File: src/rtl/ocp_pkg.sv
package ocp_pkg;

    typedef enum logic [1:0] {
        ST_OFF  = 2'd0,
        ST_ON   = 2'd1,
        ST_SOFT = 2'd2
    } gate_st_e;

    typedef struct packed {
        logic level;
        logic drv_on;
        logic soft_on;
    } gate_cmd_t;

    function automatic gate_cmd_t decode_gate(input gate_st_e st);
        gate_cmd_t c;
        case (st)
            ST_ON:   c = '{level: 1'b1, drv_on: 1'b1, soft_on: 1'b0};
            ST_SOFT: c = '{level: 1'b0, drv_on: 1'b0, soft_on: 1'b1};
            default: c = '{level: 1'b0, drv_on: 1'b1, soft_on: 1'b0};
        endcase
        return c;
    endfunction

endpackage

File: src/rtl/ocp_pwm_edge.sv
module ocp_pwm_edge (
    input  logic clk,
    input  logic rst,
    input  logic pwm_in,
    output logic rise
);
    logic pwm_q;

    always_ff @(posedge clk) begin
        if (rst) pwm_q <= 1'b0;
        else     pwm_q <= pwm_in;
    end

    assign rise = pwm_in & ~pwm_q;
endmodule

File: src/rtl/ocp_blank_timer.sv
module ocp_blank_timer #(
    parameter int BLANK_CYC = 5
) (
    input  logic clk,
    input  logic rst,
    input  logic pwm_in,
    input  logic rise,
    output logic armed
);
    localparam int CW = (BLANK_CYC < 1) ? 1 : $clog2(BLANK_CYC + 1);
    localparam logic [CW-1:0] LOAD = CW'(BLANK_CYC);

    logic [CW-1:0] cnt;

    always_ff @(posedge clk) begin
        if (rst || !pwm_in) cnt <= '0;
        else if (rise)      cnt <= LOAD;
        else if (cnt != '0) cnt <= cnt - 1'b1;
    end

    assign armed = (cnt == '0);
endmodule

File: src/rtl/ocp_trip_fsm.sv
module ocp_trip_fsm
    import ocp_pkg::*;
(
    input  logic     clk,
    input  logic     rst,
    input  logic     pwm_in,
    input  logic     rise,
    input  logic     armed,
    input  logic     oc_in,
    output gate_st_e state,
    output logic     fault
);
    always_ff @(posedge clk) begin
        if (rst) begin
            state <= ST_OFF;
            fault <= 1'b0;
        end else if (!pwm_in) begin
            state <= ST_OFF;
        end else if (rise) begin
            state <= ST_ON;
            fault <= 1'b0;
        end else if (state == ST_ON && armed && oc_in) begin
            state <= ST_SOFT;
            fault <= 1'b1;
        end
    end
endmodule

File: src/rtl/ocp_gate_ctrl.sv
module ocp_gate_ctrl
    import ocp_pkg::*;
#(
    parameter int BLANK_CYC = 5
) (
    input  logic clk,
    input  logic rst,
    input  logic pwm_in,
    input  logic oc_in,
    output logic gate_drv,
    output logic drv_en,
    output logic soft_en,
    output logic fault_out
);
    logic      rise;
    logic      armed;
    gate_st_e  state;
    gate_cmd_t cmd;

    ocp_pwm_edge u_edge (
        .clk    (clk),
        .rst    (rst),
        .pwm_in (pwm_in),
        .rise   (rise)
    );

    ocp_blank_timer #(.BLANK_CYC(BLANK_CYC)) u_blank (
        .clk    (clk),
        .rst    (rst),
        .pwm_in (pwm_in),
        .rise   (rise),
        .armed  (armed)
    );

    ocp_trip_fsm u_fsm (
        .clk    (clk),
        .rst    (rst),
        .pwm_in (pwm_in),
        .rise   (rise),
        .armed  (armed),
        .oc_in  (oc_in),
        .state  (state),
        .fault  (fault_out)
    );

    assign cmd      = decode_gate(state);
    assign gate_drv = cmd.level;
    assign drv_en   = cmd.drv_on;
    assign soft_en  = cmd.soft_on;
endmodule

File: config.mk
export PLATFORM = sky130hd
export DESIGN_NAME = ocp_gate_ctrl
export DESIGN_NICKNAME = d
export VERILOG_FILES = /design/src/rtl/ocp_pkg.sv /design/src/rtl/ocp_pwm_edge.sv /design/src/rtl/ocp_blank_timer.sv /design/src/rtl/ocp_trip_fsm.sv /design/src/rtl/ocp_gate_ctrl.sv
export SDC_FILE = /design/constraint.sdc
export NUM_CORES = 1
export LEC_CHECK = 0
export CAP_MARGIN = 15
export CORE_AREA = 3 3 40 42
export CTS_CLUSTER_DIAMETER = 50
export DETAILED_ROUTE_END_ITERATION = 8
export DIE_AREA = 0 0 43 45
export GPL_ROUTABILITY_DRIVEN = 0
export PLACE_DENSITY = 0.52
export SYNTH_ARGS = -nofsm -noshare
export SYNTH_HDL_FRONTEND = slang
export SYNTH_SLANG_ARGS = --single-unit
File: constraint.sdc
create_clock -name clk -period 2.6 [get_ports clk]
set_input_delay 0.39 -clock clk [delete_from_list [all_inputs] [get_ports clk]]
set_output_delay 0.39 -clock clk [all_outputs]
set_load 0.1 [all_outputs]
==> metrics.yaml, run 1 <==
global_routing:
  met3_usage_pct: 2.39
  met1_usage_pct: 8.29
  busiest_layer: "met4"
  grt_pass1_vias: 233
  met2_usage_pct: 10.5
  grt_pass1_wl_um: 993
  grt_max_degree: 8
  grt_usage_pct: 7.78
  grt-ovfl-total: 0
  antenna_found_initial: 0
outcome:
  run_status: "finished, final reports clean"
clock_network:
  clk_path_buf_depth: 2
  cts_tree: "done"
  cts_sinks: 7
  path_clk_slew_ns: 0.06
  clockRootBuffer: "clkbuf_4"
  ctsHoldBuffers: 0
  cts-htree-levels: 1
  cts-resized-gates: 0
  cts_buffers: 3
  clk_latency_ns: 0.25
  post-cts-setup-buffer-count: 0
route:
  avgViaCountPerCell: 4.13
  dr.pass1.iters: 3
  wl_per_cell_um: 10.4
  wl_um: 644
  vias: 256
  drtIter0Drc: 2
  drc_errors: 0
  ant_nets: 0
pwr:
  p_int_mw: 0.187
  peakVddDrop_mv: 0.179
  netSwitchingFraction_pct: 28.2
  pwr-share-clk_pct: 39.3
  sequentialPowerShare_pct: 44.4
  power.density_mw_per_mm2: 538
  power_leakage_nw: 0.217
  comb_power_share_pct: 16.3
  p_sw_mw: 0.0736
layout:
  drive_gt1_share_pct: 23.4
  finalNonFillerCells: 62
  utilization_pct: 37.8
  final_cell_mix: "inv_1, dfxtp_1, buf_4"
  fin_nets: 55
  antenna_cells: 0
  finalInstanceArea_um2: 485
  areaGrowthSynthToFinish_pct: 24.0
  final_common_cell: "inv_1"
timing:
  fin_crit_sh_pct: 57.9
  finalSetupTns_ns: 0
  timing.hold.ws_ns: 0.488
  tightest_slew_ns: 0.364
  fin_crit_ns: 1.51
  rsz0062_at_grt: "false"
  setup_viol: 0
  slew_headroom_pct: 75.7
  finalClockSkew_ns: 0.00237
  slew_violations: 0
  max_freq_ghz: 0.664
  hold_violations: 0
critical_path:
  crit_fanout: 5
  crit_type: "flip-flop to output port"
  endpoint_kind: "output port"
  crit_path_start_kind: "flip-flop"
  required_ns: 2.21
  critPathArrivalTime_ns: 1.12
floorplanning:
  start_util_pct: 30.5
  dieArea_mm2: 0.00194
  die_x_um: 43
  io_pins: 8
  fp.dieH_um: 45
  rows: 13
  core_region_area_mm2: 0.00128
logic_synthesis:
  syn_area_um2: 392
  syn_nets: 44
  synth_top_area_share_pct: 35.8
  synth_top_area_cell: "dfxtp_1"
  yosysSeqAreaShare_pct: 35.8
  synth_warnings: 0
  synth_cell_types: 17
  synthCells: 37
  synth.area.top_cells: "dfxtp_1, ha_1, inv_1"
  syn_avg_cell_area_um2: 10.6
  ys_seq_elements: 7
placement:
  dp_cells: 58
  io_buffers: 7
  placedInstanceArea_um2: 459
  dp_hpwl_um: 491
run:
  drv_cap: 0
min_path:
  hold_class: "flip-flop to flip-flop"
## through the flow
step | setup WS (ns) | total power, mW
after floorplan | 0.306 | 0.151
after global placement | 1.14 | 0.160
after detailed placement | 1.11 | 0.162
after CTS | 1.08 | 0.267
after global routing | 1.03 | 0.276
final | 1.09 | 0.261
## cells by family after synthesis
family,count (synthesis),synth area share (%)
and+or+nand+nor,10,18.8
buffers and inverters,9,10.5
DFF,7,35.8
AOI/OAI and AO/OA,6,20.4
adders and majority gates,3,9.59
xor gates and xnor gates,1,2.24
muxes,1,2.56
## per-layer routing
| metal | vias to the layer above | wire length, um |
|---|---|---|
| met5 | - | 0 |
| met4 | 0 | 0 |
| met3 | 0 | 24 |
| met2 | 2 | 316 |
| met1 | 114 | 303 |
| li1 | 140 | - |
## sequential cells by signal, summed over array words and instances (netlist names)
| signal | cells |
|---|---|
| u_edge.pwm_q | 1 |
| u_fsm.fault | 1 |
| u_fsm.state | 2 |
| u_blank.cnt | 3 |
## final cells by class
class,instances,area [um2]
Clock buffer,4,26.3
Tap cell,15,18.8
Fill cell,130,800
Timing Repair Buffer,7,60.1
Multi-Input combinational cell,21,210
Sequential cell,7,140
Inverter,8,30.0
## cells in the mapped netlist (all sizes together)
master,n
nand2b,3
a31oi,2
a21oi,2
nor2b,2
dfxtp,7
buf,1
mux2i,1
nor3,2
ha,3
inv,8
xor2,1
and2b,2
a2111oi,2
and4b,1
## power groups by stage
stage                     Combinational (mW)  Clock [mW]  Sequential (mW)
after floorplan                       0.0328           0            0.118
after global placement                0.0420           0            0.118
after detailed placement              0.0432           0            0.118
after CTS                             0.0433       0.107            0.116
after global routing                  0.0459       0.114            0.116
final                                 0.0426       0.103            0.116
## critical path: stages, from the launching register on
cell	delay [ns]
dfxtp_1	0.42
nand2b_1	0.15
buf_4	0.29
## path summary, 6_finish.rpt
| kind | from | to | slack [ns] | depth (start not counted) |
|---|---|---|---|---|
| worst max-delay path | u_fsm.state[0] | drv_en | 1.09 | 2 |
| worst min-delay path | u_blank.cnt[1] | u_blank.cnt[1] | 0.49 | 2 |
| worst max register to register | u_blank.cnt[1] | u_fsm.fault | 1.13 | 5 |
| worst min register to register | u_blank.cnt[1] | u_blank.cnt[1] | 0.49 | 2 |
Power figures use the tool's default switching activity.
==> run 2, diff against run 1 <==
clock period = 1.5 ns   (was 2.6 ns; I/O delays follow)
==> run 2 against run 1 <==
  * Cell count is the same
  * Die area unchanged
  * Non-clock buffer count stayed put
  * Routed wire length increased by 5.0%
  * First-iteration DRC count grew 50%
  * Critical endpoint is now u_fsm.fault
==> metrics.yaml, run 2 (synthesis results as in run 1) <==
outcome:
  run_status: "finished, final reports clean"
layout:
  largest_registers: "u_blank.cnt: 3 flops, u_fsm.state: 2 flops"
  largest_register: "u_blank.cnt"
  largest_register_ffs: 3
  drive_gt1_share_pct: 31.9
  final_common_cell: "inv_1"
  fillers: 122
  final_cell_mix: "inv_1, dfxtp_1, buf_12, clkbuf_4, clkdlybuf4s50_1"
  areaGrowthSynthToFinish_pct: 40.6
  fin_nets: 55
  regArea_um2: 141
  multi_input_area_um2: 220
  antenna_cells: 0
critical_path:
  reg2reg_depth: 5
  slowest_stage: "a2111oi_4"
  cp.depth: 5
  r2r_start: "u_blank.cnt[1]"
  worstPathCellList: "inv_1, ha_1, ha_2, a31oi_4, a2111oi_4"
  endpoint_kind: "flip-flop"
  crit_path_start_kind: "flip-flop"
  crit_start: "u_blank.cnt[1]"
  worstReg2RegEnd: "u_fsm.fault"
  rrSetupSlack_ns: 0.10
  critPathArrivalTime_ns: 1.55
  critPathCapture: "u_fsm.fault"
  crit_fanout: 7
  crit_family: "adder cells"
  crit_type: "flip-flop to flip-flop"
  cp_num_buf_inv: 1
  max_stage_delay_ns: 0.31
  required_ns: 1.65
pwr:
  power.density_mw_per_mm2: 835
  comb_power_share_pct: 18.0
  power_leakage_nw: 0.224
  netSwitchingFraction_pct: 27.8
  p_int_mw: 0.332
  p_sw_mw: 0.128
  total_power_mw: 0.460
  peakVddDrop_mv: 0.313
  sequentialPowerShare_pct: 43.8
  pwr-share-clk_pct: 38.2
min_path:
  min_from: "u_blank.cnt[1]"
  hold_class: "flip-flop to flip-flop"
route:
  vias: 277
  drtIter0Drc: 3
  drc_errors: 0
  wl_um: 676
  wl_per_cell_um: 10.9
  avgViaCountPerCell: 4.47
  dr.pass1.iters: 2
  ant_nets: 0
run:
  drv_cap: 0
timing:
  fin_crit_sh_pct: 93.2
  setup_viol: 0
  finalClockSkew_ns: 0.000918
  hold_violations: 0
  timing.hold.ws_ns: 0.492
  rsz0062_at_grt: "false"
  fin_crit_ns: 1.40
  max_freq_ghz: 0.716
  slew_violations: 0
  tightest_slew_ns: 0.260
  slew_headroom_pct: 82.6
floorplanning:
  start_util_pct: 30.5
  io_pins: 8
  dieArea_mm2: 0.00194
  core_region_area_mm2: 0.00128
  die_x_um: 43
  fp.dieH_um: 45
  rows: 13
clock_network:
  path_clk_slew_ns: 0.05
  cts_buffers: 3
  cts_tree: "done"
  clockRootBuffer: "clkbuf_4"
  cts_sinks: 7
  clk_path_buf_depth: 2
  cts-htree-levels: 1
  clk_latency_ns: 0.25
global_routing:
  antenna_found_initial: 0
  grt-ovfl-total: 0
  grt_usage_pct: 9.27
  grt_pass1_vias: 280
  grt_max_degree: 8
  grt_pass1_wl_mm: 1.24
placement:
  dp_hpwl_um: 556
  io_buffers: 7
run 2: changes by cell type in the layout (fill, tap and decap cells not counted):
cell and delta:
dfxtp_1 -1, ha_1 -1, nand2b_1 -1, dfxtp_2 +1, buf_4 -4, ha_2 +1
buf_12 +4, inv_1 -1, nand2b_4 +1, clkinvlp_4 +1
run 2: through the flow:
step           worst slack (ns)  area [um2]  util (%)  TNS (ns)  instances
6_report                  0.103         551      42.8         0         62
3_3_place_gp             0.0744         522      40.6         0         58
5_1_grt                 0.00994         551      42.8         0         62
2_1_floorplan            0.0227         404         -         0         37
4_1_cts                  0.0805         551      42.8         0         62
3_5_place_dp            -0.0238         522      40.6   -0.0238         58
run 2: layer usage:
metal	GRT usage (%)	vias to the layer above	share of wire [%]
li1	-	142	-
met1	10.2	128	43
met2	13.5	5	51
met3	3.59	2	3.3
met4	9.04	0	2.8
met5	0	-	0
run 2: repair_timing:
action                     in CTS  in global routing
hold buffers                    0                  0
setup endpoints to repair       1                  0
setup buffers                   0                  0
resized for setup               1                  0
run 2: worst min-delay path by stage:
stage / slack (ns) / cells after the start / endpoint
finish: 0.49 / 2 / u_blank.cnt[1]
detailed placement: 0.49 / 2 / u_blank.cnt[1]
global route: 0.51 / 2 / u_blank.cnt[1]
CTS: 0.50 / 2 / u_blank.cnt[1]
floorplan: 0.29 / 1 / u_fsm.fault
global placement: 0.47 / 2 / u_blank.cnt[1]
run 2: power by group through the flow:
stage | Combinational [mW] | Clock [mW] | Sequential, mW
5_1_grt | 0.0896 | 0.198 | 0.203
2_1_floorplan | 0.0579 | 0 | 0.205
3_3_place_gp | 0.0796 | 0 | 0.205
4_1_cts | 0.0842 | 0.185 | 0.201
3_5_place_dp | 0.0829 | 0 | 0.206
6_report | 0.0826 | 0.176 | 0.201
run 2: worst min-delay path, cell delays in order (launching register included):
cell and delay (ns):
dfxtp_1 0.29, inv_1 0.08, a2111oi_2 0.07
run 2: layout make-up:
cell class / instances / share of cell area, %
multi-input cells: 21 / 40.0
flip-flops and latches: 7 / 25.7
repair buffers: 7 / 20.0
inverters: 8 / 6.14
clock buffers: 4 / 4.77
well taps: 15 / 3.41
